### src/rtl/sdram_init_pkg.sv
// Package: shared command encodings and sequencer states for the SDRAM
// start-up sequencer. Assumes commands are packed as {cs_n,ras_n,cas_n,we_n}.
package sdram_init_pkg;

    localparam int MODE_W = 12;

    typedef enum logic [3:0] {
        CMD_LMR = 4'b0000,
        CMD_REF = 4'b0001,
        CMD_PRE = 4'b0010,
        CMD_NOP = 4'b0111,
        CMD_INH = 4'b1111
    } sdram_cmd_e;

    typedef enum logic [3:0] {
        ST_HOLD,
        ST_PWR_WAIT,
        ST_PRE,
        ST_PRE_WAIT,
        ST_REF,
        ST_REF_WAIT,
        ST_LMR,
        ST_LMR_WAIT,
        ST_DONE
    } init_state_e;

endpackage

### src/rtl/sdram_init_timer.sv
// Module: down-counter used for every post-command wait.
// Assumes: load has priority; the count sticks at zero until reloaded.
module sdram_init_timer #(
    parameter int CNT_W = 8
) (
    input  logic             clk,
    input  logic             rst_n,
    input  logic             load,
    input  logic [CNT_W-1:0] load_val,
    output logic             zero
);

    logic [CNT_W-1:0] cnt_q;

    // Purpose: load a new wait length or count the current one down.
    always_ff @(posedge clk) begin
        if (!rst_n) begin
            cnt_q <= '0;
        end else if (load) begin
            cnt_q <= load_val;
        end else if (cnt_q != '0) begin
            cnt_q <= cnt_q - 1'b1;
        end
    end

    assign zero = (cnt_q == '0);

endmodule

### src/rtl/sdram_init_modeword.sv
// Module: cleans the requested mode word before it is loaded.
// Assumes: 12-bit word; the latency field occupies bits 6..4.
// Bits 11, 10, 8 and 7 are cleared. A latency code other than 2 or 3
// becomes 3. All remaining bits pass through.
module sdram_init_modeword
    import sdram_init_pkg::*;
#(
    parameter logic [2:0] CL_FALLBACK = 3'b011
) (
    input  logic [MODE_W-1:0] raw_word,
    output logic [MODE_W-1:0] clean_word
);

    localparam logic [MODE_W-1:0] KEEP_MASK = 12'b0010_0000_1111;

    logic [2:0] cl_raw;
    logic       cl_legal;

    // Purpose: accept only the two supported latency codes.
    always_comb begin
        cl_raw   = raw_word[6:4];
        cl_legal = (cl_raw == 3'b010) || (cl_raw == 3'b011);
    end

    // Purpose: assemble the cleaned word from kept bits and the latency.
    always_comb begin
        clean_word      = raw_word & KEEP_MASK;
        clean_word[6:4] = cl_legal ? cl_raw : CL_FALLBACK;
    end

endmodule

### src/rtl/sdram_init_ctrl.sv
// Module: ordering state machine of the start-up sequence.
// Assumes: each wait parameter is at least 1; the timer reports zero in the
// last cycle of a wait, so a wait state lasts exactly its parameter.
module sdram_init_ctrl
    import sdram_init_pkg::*;
#(
    parameter int T_PWR = 13300,
    parameter int T_RP  = 3,
    parameter int T_RFC = 9,
    parameter int T_MRD = 2,
    parameter int N_REF = 2,
    parameter int CNT_W = 14
) (
    input  logic             clk,
    input  logic             rst_n,
    input  logic             timer_zero,
    output init_state_e      state,
    output logic             timer_load,
    output logic [CNT_W-1:0] timer_val
);

    localparam int REF_W = $clog2(N_REF + 1);

    init_state_e      state_q, state_d;
    logic [REF_W-1:0] ref_done_q;

    // Purpose: choose the next step and the wait to arm on entry to it.
    always_comb begin
        state_d    = state_q;
        timer_load = 1'b0;
        timer_val  = '0;
        case (state_q)
            ST_HOLD: begin
                state_d    = ST_PWR_WAIT;
                timer_load = 1'b1;
                timer_val  = CNT_W'(T_PWR - 1);
            end
            ST_PWR_WAIT: if (timer_zero) state_d = ST_PRE;
            ST_PRE: begin
                state_d    = ST_PRE_WAIT;
                timer_load = 1'b1;
                timer_val  = CNT_W'(T_RP - 1);
            end
            ST_PRE_WAIT: if (timer_zero) state_d = ST_REF;
            ST_REF: begin
                state_d    = ST_REF_WAIT;
                timer_load = 1'b1;
                timer_val  = CNT_W'(T_RFC - 1);
            end
            ST_REF_WAIT: begin
                if (timer_zero) begin
                    state_d = (ref_done_q == REF_W'(N_REF)) ? ST_LMR : ST_REF;
                end
            end
            ST_LMR: begin
                state_d    = ST_LMR_WAIT;
                timer_load = 1'b1;
                timer_val  = CNT_W'(T_MRD - 1);
            end
            ST_LMR_WAIT: if (timer_zero) state_d = ST_DONE;
            ST_DONE: state_d = ST_DONE;
            default: state_d = ST_HOLD;
        endcase
    end

    // Purpose: register the state and count the refreshes issued.
    always_ff @(posedge clk) begin
        if (!rst_n) begin
            state_q    <= ST_HOLD;
            ref_done_q <= '0;
        end else begin
            state_q <= state_d;
            if (state_q == ST_REF) begin
                ref_done_q <= ref_done_q + 1'b1;
            end
        end
    end

    assign state = state_q;

endmodule

### src/rtl/sdram_init_cmdgen.sv
// Module: decodes the sequencer state into bus pins and handshake outputs.
// Assumes: ADDR_W >= 12 so that bit 10 and the whole mode word fit.
module sdram_init_cmdgen
    import sdram_init_pkg::*;
#(
    parameter int ADDR_W = 12,
    parameter int BA_W   = 2
) (
    input  init_state_e       state,
    input  logic [MODE_W-1:0] mode_word,
    output logic [3:0]        cmd,
    output logic [ADDR_W-1:0] addr,
    output logic [BA_W-1:0]   ba,
    output logic              valid,
    output logic              ready
);

    localparam int AP_BIT = 10;

    // Purpose: pick the command code, address and flags for this state.
    always_comb begin
        cmd   = CMD_NOP;
        addr  = '0;
        ba    = '0;
        valid = 1'b0;
        ready = 1'b0;
        case (state)
            ST_HOLD: cmd = CMD_INH;
            ST_PRE: begin
                cmd          = CMD_PRE;
                addr[AP_BIT] = 1'b1;
                valid        = 1'b1;
            end
            ST_REF: begin
                cmd   = CMD_REF;
                valid = 1'b1;
            end
            ST_LMR: begin
                cmd   = CMD_LMR;
                addr  = ADDR_W'(mode_word);
                valid = 1'b1;
            end
            ST_DONE: ready = 1'b1;
            default: cmd = CMD_NOP;
        endcase
    end

endmodule

### src/rtl/sdram_init_seq.sv
// Module: top of the SDRAM start-up sequencer.
// Drives NOPs for the power-up delay, precharges all banks, refreshes
// N_REF times and loads a cleaned mode word, then raises init_ready.
// Assumes: synchronous active-low reset; all wait parameters >= 1;
// mode_cfg stable while the sequence runs.
module sdram_init_seq
    import sdram_init_pkg::*;
#(
    parameter int ADDR_W = 12,
    parameter int BA_W   = 2,
    parameter int T_PWR  = 13300,
    parameter int T_RP   = 3,
    parameter int T_RFC  = 9,
    parameter int T_MRD  = 2,
    parameter int N_REF  = 2
) (
    input  logic              clk,
    input  logic              rst_n,
    input  logic [11:0]       mode_cfg,
    output logic              sd_cs_n,
    output logic              sd_ras_n,
    output logic              sd_cas_n,
    output logic              sd_we_n,
    output logic [ADDR_W-1:0] sd_addr,
    output logic [BA_W-1:0]   sd_ba,
    output logic              cmd_valid,
    output logic              init_ready
);

    localparam int MAX_A    = (T_PWR > T_RP) ? T_PWR : T_RP;
    localparam int MAX_B    = (T_RFC > T_MRD) ? T_RFC : T_MRD;
    localparam int MAX_WAIT = (MAX_A > MAX_B) ? MAX_A : MAX_B;
    localparam int CNT_W    = $clog2(MAX_WAIT + 1);

    init_state_e       state;
    logic              timer_load;
    logic              timer_zero;
    logic [CNT_W-1:0]  timer_val;
    logic [MODE_W-1:0] clean_word;
    logic [3:0]        cmd;

    sdram_init_timer #(.CNT_W(CNT_W)) u_timer (
        .clk      (clk),
        .rst_n    (rst_n),
        .load     (timer_load),
        .load_val (timer_val),
        .zero     (timer_zero)
    );

    sdram_init_ctrl #(
        .T_PWR (T_PWR),
        .T_RP  (T_RP),
        .T_RFC (T_RFC),
        .T_MRD (T_MRD),
        .N_REF (N_REF),
        .CNT_W (CNT_W)
    ) u_ctrl (
        .clk        (clk),
        .rst_n      (rst_n),
        .timer_zero (timer_zero),
        .state      (state),
        .timer_load (timer_load),
        .timer_val  (timer_val)
    );

    sdram_init_modeword u_mode (
        .raw_word   (mode_cfg),
        .clean_word (clean_word)
    );

    sdram_init_cmdgen #(.ADDR_W(ADDR_W), .BA_W(BA_W)) u_cmd (
        .state     (state),
        .mode_word (clean_word),
        .cmd       (cmd),
        .addr      (sd_addr),
        .ba        (sd_ba),
        .valid     (cmd_valid),
        .ready     (init_ready)
    );

    assign {sd_cs_n, sd_ras_n, sd_cas_n, sd_we_n} = cmd;

endmodule

### config.mk
export PLATFORM = sky130hd
export DESIGN_NAME = sdram_init_seq
export DESIGN_NICKNAME = d
export VERILOG_FILES = /design/src/rtl/sdram_init_pkg.sv /design/src/rtl/sdram_init_timer.sv /design/src/rtl/sdram_init_modeword.sv /design/src/rtl/sdram_init_ctrl.sv /design/src/rtl/sdram_init_cmdgen.sv /design/src/rtl/sdram_init_seq.sv
export SDC_FILE = /design/constraint.sdc
export NUM_CORES = 1
export LEC_CHECK = 0
export BUFFER_PORTS_ARGS = -buffer_cell sky130_fd_sc_hd__buf_4
export CAP_MARGIN = 20
export CORE_MARGIN = 3
export CORE_UTILIZATION = 54
export DETAILED_ROUTE_END_ITERATION = 8
export GPL_ROUTABILITY_DRIVEN = 0
export PLACE_DENSITY = 0.85
export SYNTH_ARGS = -nofsm -noshare
export SYNTH_HDL_FRONTEND = slang
export SYNTH_SLANG_ARGS = --single-unit
### constraint.sdc
create_clock -name clk -period 4.55 [get_ports clk]
set_input_delay 0.455 -clock clk [delete_from_list [all_inputs] [get_ports clk]]
set_output_delay 0.455 -clock clk [all_outputs]
set_load 0.05 [all_outputs]
After elaboration in Yosys (flattened, before gate mapping)
Index checks and enable logic that the tools add are counted.
{"block": "totals", "reg_bits": 20, "out_inout_bits": 20, "word_cells": 44}
{"block": "op_classes", "n_addsub": 2, "n_eq_ne": 15, "muxes": 16, "n_reduce_logical": 8}
{"operator": "14-bit case mux with 4 select lines", "n": 1}
{"operator": "4-bit case mux with 9 select lines", "n": 1}
{"operator": "14-bit two-way mux", "n": 2}
{"operator": "4-bit by 3-bit == test with 1-bit output, second input constant", "n": 4}
{"operator": "4-bit two-way mux", "n": 4}
{"operator": "4-bit case mux with 4 select lines", "n": 1}
{"operator": "14-bit logical NOT", "n": 1}
{"operator": "14-bit nonzero test", "n": 1}
{"operator": "14-bit by 1-bit subtractor with 14-bit output, second input constant", "n": 1}
{"operator": "10-bit two-way mux", "n": 1}
{"operator": "4-bit by 2-bit == test with 1-bit output, second input constant", "n": 2}
{"operator": "2-bit != test, second input constant", "n": 4}
{"operator": "3-bit by 2-bit == test with 1-bit output, second input constant", "n": 2}
{"operator": "4-bit by 1-bit == test with 1-bit output, second input constant", "n": 1}
{"operator": "4-bit == test, second input constant", "n": 1}
{"operator": "4-bit logical NOT", "n": 1}
{"operator": "1-bit two-way mux", "n": 4}
{"operator": "4-bit AND reduction", "n": 1}
{"operator": "4-bit OR reduction", "n": 1}
{"operator": "3-bit two-way mux", "n": 1}
{"operator": "3-bit OR reduction", "n": 1}
{"operator": "2-bit by 1-bit adder with 2-bit output, second input constant", "n": 1}
{"operator": "2-bit == test, second input constant", "n": 1}
{"operator": "2-bit two-way mux", "n": 1}
{"operator": "other kinds (2)", "n": 2}

Longest topological paths before layout
{"block": "depth", "depth_word": 4, "depth_mapped": 8, "ltp_nobuf": 6}

Hierarchy
From an unflattened synthesis, not the netlist that was laid out.
{"block": "hier_totals", "cells_unflattened": 184, "hier_area_um2": 1485.2}
{"mod": "sdram_init_timer", "n_inst": 1, "cells_each": 101, "area_per_inst_um2": 820.8, "seq_area_each_um2": 280.3}
{"mod": "sdram_init_ctrl", "n_inst": 1, "cells_each": 44, "area_per_inst_um2": 386.6, "seq_area_each_um2": 120.1}
{"mod": "sdram_init_cmdgen", "n_inst": 1, "cells_each": 25, "area_per_inst_um2": 178.9, "seq_area_each_um2": 0.0}
{"mod": "sdram_init_modeword", "n_inst": 1, "cells_each": 14, "area_per_inst_um2": 98.8, "seq_area_each_um2": 0.0}

Worst setup path before layout
No wires, ideal clock.
{"block": "synth_timing", "kind": "reg2out", "startpoint": "register u_ctrl.state_q[0], in the netlist u_ctrl.state[0]", "endpoint": "output sd_addr[0]", "arrival_time_ps": 2572, "required_time_ps": 4095, "setup_slack_ps": 1523, "stages_incl_launch_ff": 5, "n_path_buf": 0, "path_cell_list": "dfxtp_1 > nor2_1 > nand2_1 > nor2_1 > and2_1"}
{"block": "synth_via", "elab_chain_cells": 2}
{"item": "start, declared", "line_no": "sdram_init_ctrl.sv:24", "text": "init_state_e state_q, state_d;"}
{"item": "start signal, assigned", "line_no": "sdram_init_ctrl.sv:72", "text": "state_q <= state_d;"}
{"item": "4-bit by 3-bit == test with 1-bit output", "line_no": "sdram_init_cmdgen.sv:27", "text": "case (state)"}
{"item": "10-bit two-way mux", "line_no": "sdram_init_cmdgen.sv:27"}
{"item": "end, declared", "line_no": "sdram_init_seq.sv:24", "text": "output logic [ADDR_W-1:0] sd_addr,"}
No other way between the ends.

Worst setup path in the final report
{"block": "layout_timing", "startpoint": "register u_ctrl.state_q[0], in the netlist u_ctrl.state[0]", "endpoint": "output sd_addr[3]"}
The elaborated chain is that of the path after synthesis.

==> impl_summary.log <==
[metrics] flops & latches, synth: 20
[metrics] path category of the worst min-delay check: input pin to flop
[metrics] Min Clock Period, post-route: ~2.6 ns
[metrics] Worst setup SP type: flop
[metrics] longest individual stage delay on the worst path: about 0.6 ns
[metrics] worst-path maximum fanout: 10
[metrics] Clock Power Share: 0.322
[metrics] Cell Pwr Density: about 340 mW/mm^2
[metrics] final routed wirelength across all metal layers: between 2000 and 3000 um
[metrics] final worst path period share: 0.5776
[metrics] data required time at the worst endpoint: around 4.1 ns
[metrics] type of the worst setup path: flop to primary output
[metrics] core area: between 0.0015 and 0.002 mm^2
[metrics] Int Power: ~320 uW
[metrics] maximum vdd drop: between 0.00015 and 0.0002 V
[metrics] CTS max path bufs: 2
[metrics] Detail Placement HPWL: approximately 1900 um
[metrics] number of slew-limit violations in the final report: 0
[metrics] number of buffers added for setup after CTS: 0
[metrics] fraction of final layout cells sized beyond drive strength 1: 0.2013
[metrics] total global-route track usage: 0.2204
[metrics] number of antenna repair diodes: 0
[metrics] Hold Startpoint: rst_n
[metrics] clock transition at the registers of the reported paths: 0.13 ns
[metrics] library cell contributing the largest single delay on the critical path: nor2_1
[metrics] Netlist Area Pre-Place: 0.001142 mm^2
[metrics] die width: slightly above 50 um
[metrics] Final Hold Vio Count: 0
[metrics] initial detailed-routing violation count: 28
[metrics] maximum frequency from static timing analysis: 0.3805 GHz
[metrics] post-DR vias/cell: between 5 and 6
[metrics] worst rel slew slack: 0.4985
[metrics] Leakage: 0.5424 nW
[metrics] Final TNS setup: 0 ns
[metrics] cells traversed along the worst timing path: nor2_1 -> nand2_1 -> nor2_1 -> and2_1 -> buf_4
[metrics] fraction of the mapped netlist area in compound gates: 0.1632
[metrics] number of warning messages in the yosys log: 0
[metrics] number of clock buffers inserted by TritonCTS: 3
[metrics] basic-gate share of the synthesized area counting and, or, nand and nor cells: 0.3078
[metrics] IO Count: 34
[metrics] Cells after DPL: around 180
[metrics] synthesized-area fraction occupied by adder cells: 0.02191
[metrics] slew of the pin with the lowest slew margin: roughly 0.75 ns
[metrics] hold buffers post-CTS: 0
[metrics] outcome: finished, final reports clean
[metrics] number of library cell types mapped by synthesis: 38
[metrics] overall overflow remaining after global route: 0
[metrics] count of instances resized after the clock tree is built: 0
[metrics] xor-xnor portion of the synthesized cell area: 0.04600
[metrics] detail-routed net length per standard cell: 14.26 um
[metrics] setup slack of the critical path after layout: approximately 1.9 ns
[metrics] final setup skew: 0.01710 ns
[metrics] Die Y-Extent: slightly above 50 um
[metrics] vias in the first global route: around 1100
[metrics] number of placement rows: 16
[metrics] maximum number of pins on one net before global-route repair: 13
[metrics] cell repeated most along the worst path: nor2_1
[metrics] worst slack at placement: between 2 and 2.5 ns
[metrics] number of antenna violations at the first check in global routing: 0
[metrics] initial cell density of the core: 0.5764
[metrics] setup repair after global routing missed its margin: no
[metrics] number of endpoints failing setup at the final stage: 0
[metrics] Post-Layout Cell Count: 186
[metrics] number of vias in the routed layout: 1101
[metrics] R2R Path End: u_ctrl.state[2]
[metrics] part of the total power dissipated in combinational logic: 0.233
[metrics] clock tree from TritonCTS: done
[metrics] average cell area after synthesis: approximately 8.2 um^2
[metrics] hold_ws: 0.4333 ns
[metrics] remaining antenna violation count after routing: 0
[metrics] DRC violations left: 0
[metrics] Register-to-Register Setup Slack: 2.22 ns
[metrics] Pwr Total: 459.8 uW
[metrics] first-pass GRT wire length: 4519 um
[metrics] count of H-tree levels built during CTS: 1
[metrics] count of cells along the worst hold path: 2
[metrics] sequential share of power: 0.445
[metrics] clk root buf: clkbuf_4
[metrics] hold worst-path end: u_ctrl.ref_done_q[1]
[metrics] proportion of total power due to net switching: 0.3105
[metrics] cell depth of the worst flop-to-flop path: 6
[metrics] NumNets Final: roughly 180
[metrics] Area Growth Syn to Fin: 17.96%
[metrics] sequential fraction of the synthesis area: 0.3505
[metrics] source of the worst register-to-register timing path: u_timer.cnt_q[0]
[metrics] number of instances in the synthesized netlist: 140
[metrics] CP Data Arrival Time: about 2.2 ns
[metrics] dominant combinational cell family by area after synthesis: simple AND/OR/NAND/NOR gates
[metrics] endpoint type of the worst setup path: primary output
[metrics] clock sinks: 20
[metrics] Filler cells: 172
[metrics] source-to-sink clock delay at the later pin of the worst-skew pair: roughly 0.32 ns
[metrics] detailed-router iteration count before antenna repair: 4
[metrics] max-cap violation count: 0
[metrics] proportion of synthesized area in mux cells: 0.01752
[metrics] IO Port Bufs: 23
[metrics] area of the die: between 0.002 and 0.003 mm^2
[metrics] switching power of the nets: between 100 and 150 uW
-- sequential cells by signal, summed over array words and instances (netlist names) --
register / flops
u_ctrl.state: 4
u_ctrl.ref_done_q: 2
u_timer.cnt_q: 14
-- power groups by stage --
| stage | Clock (mW) | Combinational [mW] | Sequential (mW) |
|---|---|---|---|
| floorplan | 0 | 0.0898 | 0.203 |
| global route | 0.156 | 0.118 | 0.207 |
| finish | 0.148 | 0.107 | 0.205 |
| CTS | 0.151 | 0.106 | 0.204 |
| global placement | 0 | 0.102 | 0.206 |
| detailed placement | 0 | 0.105 | 0.208 |
-- final cells by class --
type	instances	area, um^2	share of cell area
clock buffers	3	22.52	0.01671
multi-input cells	104	658.1	0.4884
well taps	27	33.78	0.02507
clock inverters	1	30.03	0.02228
repair buffers	23	172.7	0.1281
inverters	8	30.03	0.02228
flip-flops and latches	20	400.4	0.2971
-- cells by family after synthesis --
family                   count (synthesis)
XOR/XNOR                                 6
buffers and inverters                   21
adder cells (fa/ha/maj)                  2
AND/OR/NAND/NOR                         60
AO/OA/AOI/OAI                           28
other                                    1
multiplexers                             2
flip-flops                              20
-- cells in the mapped netlist (all sizes together) --
library cell | instances | share of area
a21oi | 10 | 0.044
or4 | 8 | 0.056
xnor2 | 5 | 0.038
nor4b | 1 | 0.0077
or4b | 2 | 0.018
or2 | 1 | 0.0055
nor2b | 1 | 0.0055
o31ai | 3 | 0.020
xor2 | 1 | 0.0077
dfxtp | 20 | 0.35
o211a | 1 | 0.0088
a31o | 1 | 0.0077
a221oi | 1 | 0.013
buf | 7 | 0.044
or3 | 7 | 0.038
ha | 2 | 0.022
conb | 1 | 0.0033
nand2 | 6 | 0.020
nand2b | 1 | 0.0055
o21a | 1 | 0.0066
a21o | 1 | 0.0066
o21ai | 3 | 0.013
nor3b | 1 | 0.0066
a31oi | 3 | 0.016
mux2i | 2 | 0.018
nor2 | 9 | 0.030
nor3 | 7 | 0.031
nand4 | 3 | 0.016
and2 | 6 | 0.033
clkbuf | 6 | 0.020
o211ai | 3 | 0.020
nand3 | 2 | 0.0088
inv | 8 | 0.026
nor4 | 5 | 0.027
o41ai | 1 | 0.0077
-- worst max path at each step --
stage,startpoint,to,slack (ns),cells after the start
after global routing,u_ctrl.state[0],sd_addr[3],1.78,5
after CTS,u_ctrl.state[0],sd_addr[0],1.92,5
after detailed placement,u_timer.cnt_q[1],u_ctrl.state[2],2.26,6
after global placement,u_timer.cnt_q[1],u_ctrl.state[2],2.22,6
final,u_ctrl.state[0],sd_addr[3],1.92,5
after floorplan,u_ctrl.state[0],sd_addr[0],1.52,4
-- layer usage --
metal	routed length (um)	part of all wire	global-route usage
met5	0	0	0
met1	1069	0.40	0.2610
met2	1305	0.49	0.3808
met3	222	0.084	0.03438
met4	55	0.021	0.1092
-- metrics by stage --
step | cell area (um^2) | utilization
3_3_place_gp | 1295 | 0.6534
5_1_grt | 1348 | 0.6799
3_5_place_dp | 1295 | 0.6534
4_1_cts | 1348 | 0.6799
6_report | 1348 | 0.6799
2_1_floorplan | 1161 | -
-- cells in the final DEF, fill, tap and decap left out, types with 2 or more instances in the layout --
cell type / netlist / layout
and2_1: 6 / 6
o31ai_1: 3 / 3
nor3_1: 7 / 7
nand2_1: 6 / 6
mux2i_1: 2 / 2
clkbuf_4: 0 / 3
xnor2_1: 5 / 5
a21oi_1: 10 / 10
nand4_1: 3 / 3
nor4_1: 5 / 5
nor2_1: 9 / 9
o21ai_0: 3 / 3
or4_1: 7 / 7
inv_1: 8 / 8
buf_4: 6 / 23
dfxtp_1: 20 / 20
conb_1: 1 / 6
or3_1: 7 / 7
nand3_1: 2 / 2
o211ai_1: 3 / 3
ha_1: 2 / 2
a31oi_1: 3 / 3
-- critical path: cells and delay by family (launching register included) --
family | cells | cell delay [ns]
simple gates | 4 | 1.29
flops | 1 | 0.38
buf+inv | 1 | 0.19
Note: power is estimated with default switching activity, not from simulation.
